==> src/rtl/pcm_port_pkg.sv <==
`timescale 1ns/1ps
package pcm_port_pkg;
  parameter int unsigned WORD_BITS = 8;
  localparam int unsigned IDX_W = $clog2(WORD_BITS);

  typedef enum logic [1:0] {
    SEL_NEG = 2'b00,
    SEL_GND = 2'b01,
    SEL_POS = 2'b10,
    SEL_RSV = 2'b11
  } reg_sel_e;

  // strobes from the slot controller to the datapath
  typedef struct packed {
    logic             start;   // idle and frame sync low on this edge
    logic             active;  // slot running
    logic [IDX_W-1:0] bitIdx;  // bit position within the slot
    logic             last;    // final bit of the slot
    logic             pcmEn;   // PCM transfer allowed in this slot
    logic             toB;     // control word aimed at second register
  } slot_strb_t;
endpackage

==> src/rtl/pcm_slot_ctrl.sv <==
`timescale 1ns/1ps
module pcm_slot_ctrl
  import pcm_port_pkg::*;
(
  input  logic       clk,
  input  logic       rstN,
  input  logic       frameSyncN,
  input  logic [1:0] regSel,
  output slot_strb_t strb
);
  localparam logic [IDX_W-1:0] LAST_IDX = IDX_W'(WORD_BITS - 1);

  logic             active;
  logic [IDX_W-1:0] bitIdx;
  logic             pcmEn;
  logic             toB;
  logic             start;
  logic             last;

  assign start = !active && !frameSyncN;
  assign last  = active && (bitIdx == LAST_IDX);

  always_ff @(posedge clk or negedge rstN) begin
    if (!rstN) begin
      active <= 1'b0;
      bitIdx <= '0;
      pcmEn  <= 1'b0;
      toB    <= 1'b0;
    end else if (start) begin
      active <= 1'b1;
      bitIdx <= '0;
      toB    <= (reg_sel_e'(regSel) == SEL_POS);
      pcmEn  <= (reg_sel_e'(regSel) != SEL_POS);
    end else if (active) begin
      if (last) begin
        active <= 1'b0;
        bitIdx <= '0;
      end else begin
        bitIdx <= bitIdx + 1'b1;
      end
    end
  end

  always_comb begin
    strb.start  = start;
    strb.active = active;
    strb.bitIdx = bitIdx;
    strb.last   = last;
    strb.pcmEn  = pcmEn;
    strb.toB    = toB;
  end


  slot_opens_chk: assert property (@(posedge clk) disable iff (!rstN)
    (!active && !frameSyncN) |=> (active && bitIdx == '0));


  slot_closes_chk: assert property (@(posedge clk) disable iff (!rstN)
    last |=> !active);


  sel_held_chk: assert property (@(posedge clk) disable iff (!rstN)
    (active && !last) |=> ($stable(toB) && $stable(pcmEn)));
endmodule

==> src/rtl/pcm_slot_dp.sv <==
`timescale 1ns/1ps
module pcm_slot_dp
  import pcm_port_pkg::*;
(
  input  logic                 clk,
  input  logic                 rstN,
  input  slot_strb_t           strb,
  input  logic                 serDataIn,
  input  logic                 serCtlIn,
  input  logic                 loopbackEn,
  input  logic [WORD_BITS-1:0] txWord,
  output logic                 serDataOut,
  output logic                 serDataOe,
  output logic [WORD_BITS-1:0] rxWord,
  output logic                 rxValid,
  output logic [WORD_BITS-1:0] ctlWord,
  output logic                 ctlValid,
  output logic                 ctlToB
);
  localparam logic [IDX_W-1:0] TOP_IDX = IDX_W'(WORD_BITS - 1);
  localparam int unsigned RUN_W = $clog2(WORD_BITS + 1) + 1;

  logic [WORD_BITS-1:0] txHold;
  logic [WORD_BITS-1:0] rxShift;
  logic [WORD_BITS-1:0] ctlShift;

  // transmit word latched at slot start, then launched on rising edges
  always_ff @(posedge clk or negedge rstN) begin
    if (!rstN)           txHold <= '0;
    else if (strb.start) txHold <= loopbackEn ? rxWord : txWord;
  end

  assign serDataOe  = strb.active && strb.pcmEn;
  assign serDataOut = serDataOe && txHold[TOP_IDX - strb.bitIdx];

  // serial capture on falling edges, half a bit after each launch
  always_ff @(negedge clk or negedge rstN) begin
    if (!rstN) begin
      rxShift  <= '0;
      ctlShift <= '0;
    end else if (strb.active) begin
      ctlShift <= {ctlShift[WORD_BITS-2:0], serCtlIn};
      if (strb.pcmEn) rxShift <= {rxShift[WORD_BITS-2:0], serDataIn};
    end
  end

  // parallel hand-over to the core on the edge closing the slot
  always_ff @(posedge clk or negedge rstN) begin
    if (!rstN) begin
      rxWord   <= '0;
      rxValid  <= 1'b0;
      ctlWord  <= '0;
      ctlValid <= 1'b0;
      ctlToB   <= 1'b0;
    end else begin
      rxValid  <= 1'b0;
      ctlValid <= 1'b0;
      if (strb.last) begin
        ctlWord  <= ctlShift;
        ctlValid <= 1'b1;
        ctlToB   <= strb.toB;
        if (strb.pcmEn) begin
          rxWord  <= rxShift;
          rxValid <= 1'b1;
        end
      end
    end
  end

  // run length of the output enable, for the window check
  logic [RUN_W-1:0] oeRun;
  always_ff @(posedge clk or negedge rstN) begin
    if (!rstN)          oeRun <= '0;
    else if (serDataOe) oeRun <= oeRun + 1'b1;
    else                oeRun <= '0;
  end


  oe_window_chk: assert property (@(posedge clk) disable iff (!rstN)
    serDataOe |-> (oeRun < RUN_W'(WORD_BITS)));


  rx_pulse_chk: assert property (@(posedge clk) disable iff (!rstN)
    rxValid |=> !rxValid);


  rx_hold_chk: assert property (@(posedge clk) disable iff (!rstN)
    !rxValid |=> ($stable(rxWord) || rxValid));


  b_inhibit_chk: assert property (@(posedge clk) disable iff (!rstN)
    rxValid |-> (ctlValid && !ctlToB));
endmodule

==> src/rtl/pcm_slot_port.sv <==
`timescale 1ns/1ps
module pcm_slot_port
  import pcm_port_pkg::*;
(
  input  logic                 clk,
  input  logic                 rstN,
  input  logic                 frameSyncN,
  input  logic [1:0]           regSel,
  input  logic                 serDataIn,
  input  logic                 serCtlIn,
  input  logic                 loopbackEn,
  input  logic [WORD_BITS-1:0] txWord,
  output logic                 serDataOut,
  output logic                 serDataOe,
  output logic [WORD_BITS-1:0] rxWord,
  output logic                 rxValid,
  output logic [WORD_BITS-1:0] ctlWord,
  output logic                 ctlValid,
  output logic                 ctlToB
);
  slot_strb_t slotStrb;

  pcm_slot_ctrl uCtrl (
    .clk        (clk),
    .rstN       (rstN),
    .frameSyncN (frameSyncN),
    .regSel     (regSel),
    .strb       (slotStrb)
  );

  pcm_slot_dp uDp (
    .clk        (clk),
    .rstN       (rstN),
    .strb       (slotStrb),
    .serDataIn  (serDataIn),
    .serCtlIn   (serCtlIn),
    .loopbackEn (loopbackEn),
    .txWord     (txWord),
    .serDataOut (serDataOut),
    .serDataOe  (serDataOe),
    .rxWord     (rxWord),
    .rxValid    (rxValid),
    .ctlWord    (ctlWord),
    .ctlValid   (ctlValid),
    .ctlToB     (ctlToB)
  );
endmodule

==> config.mk <==
export PLATFORM = sky130hd
export DESIGN_NAME = pcm_slot_port
export DESIGN_NICKNAME = d
export VERILOG_FILES = /design/src/rtl/pcm_port_pkg.sv /design/src/rtl/pcm_slot_ctrl.sv /design/src/rtl/pcm_slot_dp.sv /design/src/rtl/pcm_slot_port.sv
export SDC_FILE = /design/constraint.sdc
export NUM_CORES = 1
export LEC_CHECK = 0
export BUFFER_PORTS_ARGS = -buffer_cell sky130_fd_sc_hd__buf_2
export CAP_MARGIN = 10
export CORE_UTILIZATION = 38
export DETAILED_ROUTE_END_ITERATION = 10
export SETUP_SLACK_MARGIN = 0.2
export SLEW_MARGIN = 20
export SYNTH_ARGS = -nofsm -noshare
export SYNTH_HDL_FRONTEND = slang
export SYNTH_SLANG_ARGS = --single-unit
export TNS_END_PERCENT = 100
==> constraint.sdc <==
create_clock -name clk -period 3.5 [get_ports clk]
set_input_delay 0.525 -clock clk [delete_from_list [all_inputs] [get_ports clk]]
set_output_delay 0.525 -clock clk [all_outputs]
set_load 0.02 [all_outputs]
==> metrics.md <==
| Metric | Value |
|---|---|
| Status | `finished, final reports clean` |
| WL per Instance | `14.30 µm` |
| Reg2reg setup slack | `570 ps` |
| Critical R2R Launch | `uCtrl.pcmEn` |
| Fin util | `46.13%` |
| VDD IR-drop max | `0.2819 mV` |
| Clk sinks | `49` |
| Sequential power share | `45.0%` |
| Final Max Slew Viols | `0` |
| Global-route wire length before repair | `5809 µm` |
| Design area | `2341 µm²` |
| Post-cts hold buffer count | `0` |
| Final setup fails | `0` |
| Syn_nets | `157` |
| Num CTS Buffers | `5` |
| Initial antenna violation count | `0` |
| Reg2reg path depth | `2` |
| Dpl hpwl | `2595 µm` |
| Internal Power | `1472 µW` |
| Power Density | `980.4 nW/µm²` |
| H-tree depth | `2` |
| Fraction of layout cells with a size suffix above 1 | `47.51%` |
| R2R Path End | `uDp.rxShift[2]` |
| Critical path's largest stage delay | `420 ps` |
| Layout area overhead | `17.16%` |
| CP cell instances | `nand2_2 -> mux2_2` |
| Clock network power share | `14.6%` |
| Worst slew pin tran | `730.5 ps` |
| Crit Path Max Fanout | `10` |
| Clk slew on worst S/H paths | `90 ps` |
| Root buffer cell | `clkbuf_8` |
| Leakage | `0.001135 µW` |
| Vias in the first global route | `1192` |
| GRT Util Overall | `14.57%` |
| GR Overflow Total | `0` |
| ANT nets after route | `0` |
| Critical Path End | `uDp.rxShift[2]` |
| Critical path arrival | `1330 ps` |
| Hold Vio Cnt, Final | `0` |
| Critical Path End Type | `flip-flop` |
| Core box area | `5075 µm²` |
| Max-cap check violation count | `0` |
| Post-DR vias/cell | `4.753` |
| Class of the worst hold path | `input port to asynchronous set/reset pin` |
| CTS tree | `yes` |
| Final WL | `3590 µm` |
| Initial Util | `39.37%` |
| Crit-path slowest cell | `dfrtp_1` |
| # rows | `26` |
| Setup TNS | `0 ps` |
| Worst Setup SP | `uCtrl.pcmEn` |
| Ys Warns | `0` |
| Final #Nets | `198` |
| Mapped Cells | `139` |
| Startpoint Class | `flip-flop` |
| RSZ-0062 raised after global routing | `no` |
| Critical path depth | `2` |
| Avg Inst Size Synth | `14.38 µm²` |
| Ports | `37` |
| Worst Path Buf+Inv | `0` |
| First-iteration detailed-routing DRC count | `28` |
| Gpl congestion | `0.6792` |
| Antenna Cells | `0` |
| Type of the worst setup path | `flip-flop to flip-flop` |
| Largest net degree at the start of global routing | `33` |
| Die Width | `74.52 µm` |
| Area after DPL | `2251 µm²` |
| Yosys reg bits | `49` |
| Net Sw Power | `823.6 µW` |
| Clk_skew | `8.565 ps` |
| Cell area after synthesis | `1998 µm²` |
| Switching Share | `35.88%` |
| Port Buffer Count | `36` |
| WHS | `276.7 ps` |
| Total die area | `5552 µm²` |
| DRC Markers | `0` |
| Vias post-DR | `1193` |
| Rel. slew slack | `51.30%` |
| Synth cell types | `26` |
| Register area share after synthesis | `61.37%` |
| WP data required | `1890 ps` |
| Gate power share | `40.5%` |
| DIE HEIGHT | `74.52 µm` |
| Setup repair bufs after CTS | `0` |
| Post-cts resize count | `0` |
| Delay-heaviest family, CP | `flip-flops` |
| Clock Tree Buf Depth | `2` |
| Worst-skew pair later-pin latency | `300 ps` |
| Detailed Routing Iterations Pass 1 | `4` |
[power groups by stage]
stage	registers, µW	clock network [µW]	logic, µW
5_1_grt	1080	369	1010
3_3_place_gp	1030	0	900
3_5_place_dp	1040	0	940
4_1_cts	1030	344	947
6_report	1030	334	929
2_1_floorplan	1120	0	582
[cells by family (layout without fill, tap and decap cells)]
family | after synthesis | count (layout) | share of synthesized area (%)
AO/OA/AOI/OAI | 13 | 13 | 3.820
buffers and inverters | 9 | 51 | 2.629
flip-flops | 49 | 49 | 61.36
AND/OR/NAND/NOR | 22 | 22 | 6.137
multiplexers | 44 | 44 | 24.80
adder cells (fa/ha/maj) | 2 | 2 | 1.252
[flip-flops by register name, summed over array words and instances (netlist names)]
signal,flops
uCtrl.active,1
uCtrl.bitIdx,3
uCtrl.pcmEn,1
uCtrl.toB,1
uDp.ctlShift,8
uDp.ctlToB,1
uDp.ctlValid,1
uDp.ctlWord,8
uDp.rxShift,8
uDp.rxValid,1
uDp.rxWord,8
uDp.txHold,8
[worst min path at each step]
| stage | startpoint | to | depth (start not counted) |
|---|---|---|---|
| 5_1_grt | rstN | uDp.rxValid | 1 |
| 3_3_place_gp | uDp.ctlShift[7] | uDp.ctlShift[7] | 1 |
| 2_1_floorplan | rstN | uCtrl.active | 0 |
| 3_5_place_dp | uDp.rxShift[7] | uDp.rxShift[7] | 1 |
| 6_report | rstN | uDp.rxValid | 1 |
| 4_1_cts | rstN | uDp.rxValid | 1 |
[per-layer routing]
metal,routed length (µm),track usage [%],share of wire (%),vias up
li1,-,-,-,565
met2,1807,23.32,50,22
met1,1613,18.66,45,598
met5,0,0,0,-
met3,105,3.794,2.9,8
met4,63,6.499,1.8,0
[cells in the mapped netlist]
library cell  instances  area share, %
ha_1                  2            1.3
nand2_1              10            1.9
nor4_2                1           0.63
and3_1                1           0.31
mux2i_1               9            4.5
nand3_2               1           0.50
inv_1                 4           0.75
a21oi_1               1           0.25
a22o_1                1           0.44
dfrtn_1              16             20
dfrtp_1              33             41
buf_2                 2           0.50
mux4_2                1            1.1
o21ai_0               8            2.0
a21o_1                1           0.38
clkbuf_2              1           0.25
nor2b_1               1           0.31
nand2_2               2           0.63
o21ai_1               1           0.25
a22o_2                1           0.50
nor2_1                3           0.56
nor3b_1               1           0.38
mux2_2               34             19
buf_6                 2            1.1
or2_1                 1           0.31
nor3b_2               1           0.63
[cell usage in the layout, fill, tap and decap left out]
cell / Yosys / routed
mux2_2: 34 / 34
ha_1: 2 / 2
inv_1: 4 / 4
nor2_1: 3 / 3
nand2_1: 10 / 10
and3_1: 1 / 1
nand2_2: 2 / 2
buf_2: 2 / 36
mux4_2: 1 / 1
clkbuf_8: 0 / 6
or2_1: 1 / 1
buf_4: 0 / 3
a22o_2: 1 / 1
nor3b_1: 1 / 1
o21ai_1: 1 / 1
nor3b_2: 1 / 1
nor4_2: 1 / 1
nor2b_1: 1 / 1
a22o_1: 1 / 1
dfrtp_1: 33 / 33
nand3_2: 1 / 1
dfrtn_1: 16 / 16
clkbuf_1: 0 / 2
a21oi_1: 1 / 1
o21ai_0: 8 / 8
a21o_1: 1 / 1
mux2i_1: 9 / 9
[cell type report]
class	instances	area (µm²)
fillers	477	2734
flip-flops and latches	49	1226
inverters	4	15.01
clock buffers	8	90.09
multi-input cells	81	719.4
repair buffers	39	202.7
well taps	70	87.58
[metrics by stage]
| stage | cells | worst slack (ps) | total power (µW) |
|---|---|---|---|
| after floorplan | 139 | 611.4 | 1706 |
| after CTS | 251 | 543.6 | 2324 |
| after global placement | 243 | 611.4 | 1925 |
| after global routing | 251 | 508.7 | 2457 |
| after detailed placement | 243 | 555.2 | 1985 |
| final | 251 | 568.1 | 2295 |
Power figures use the tool's default switching activity.
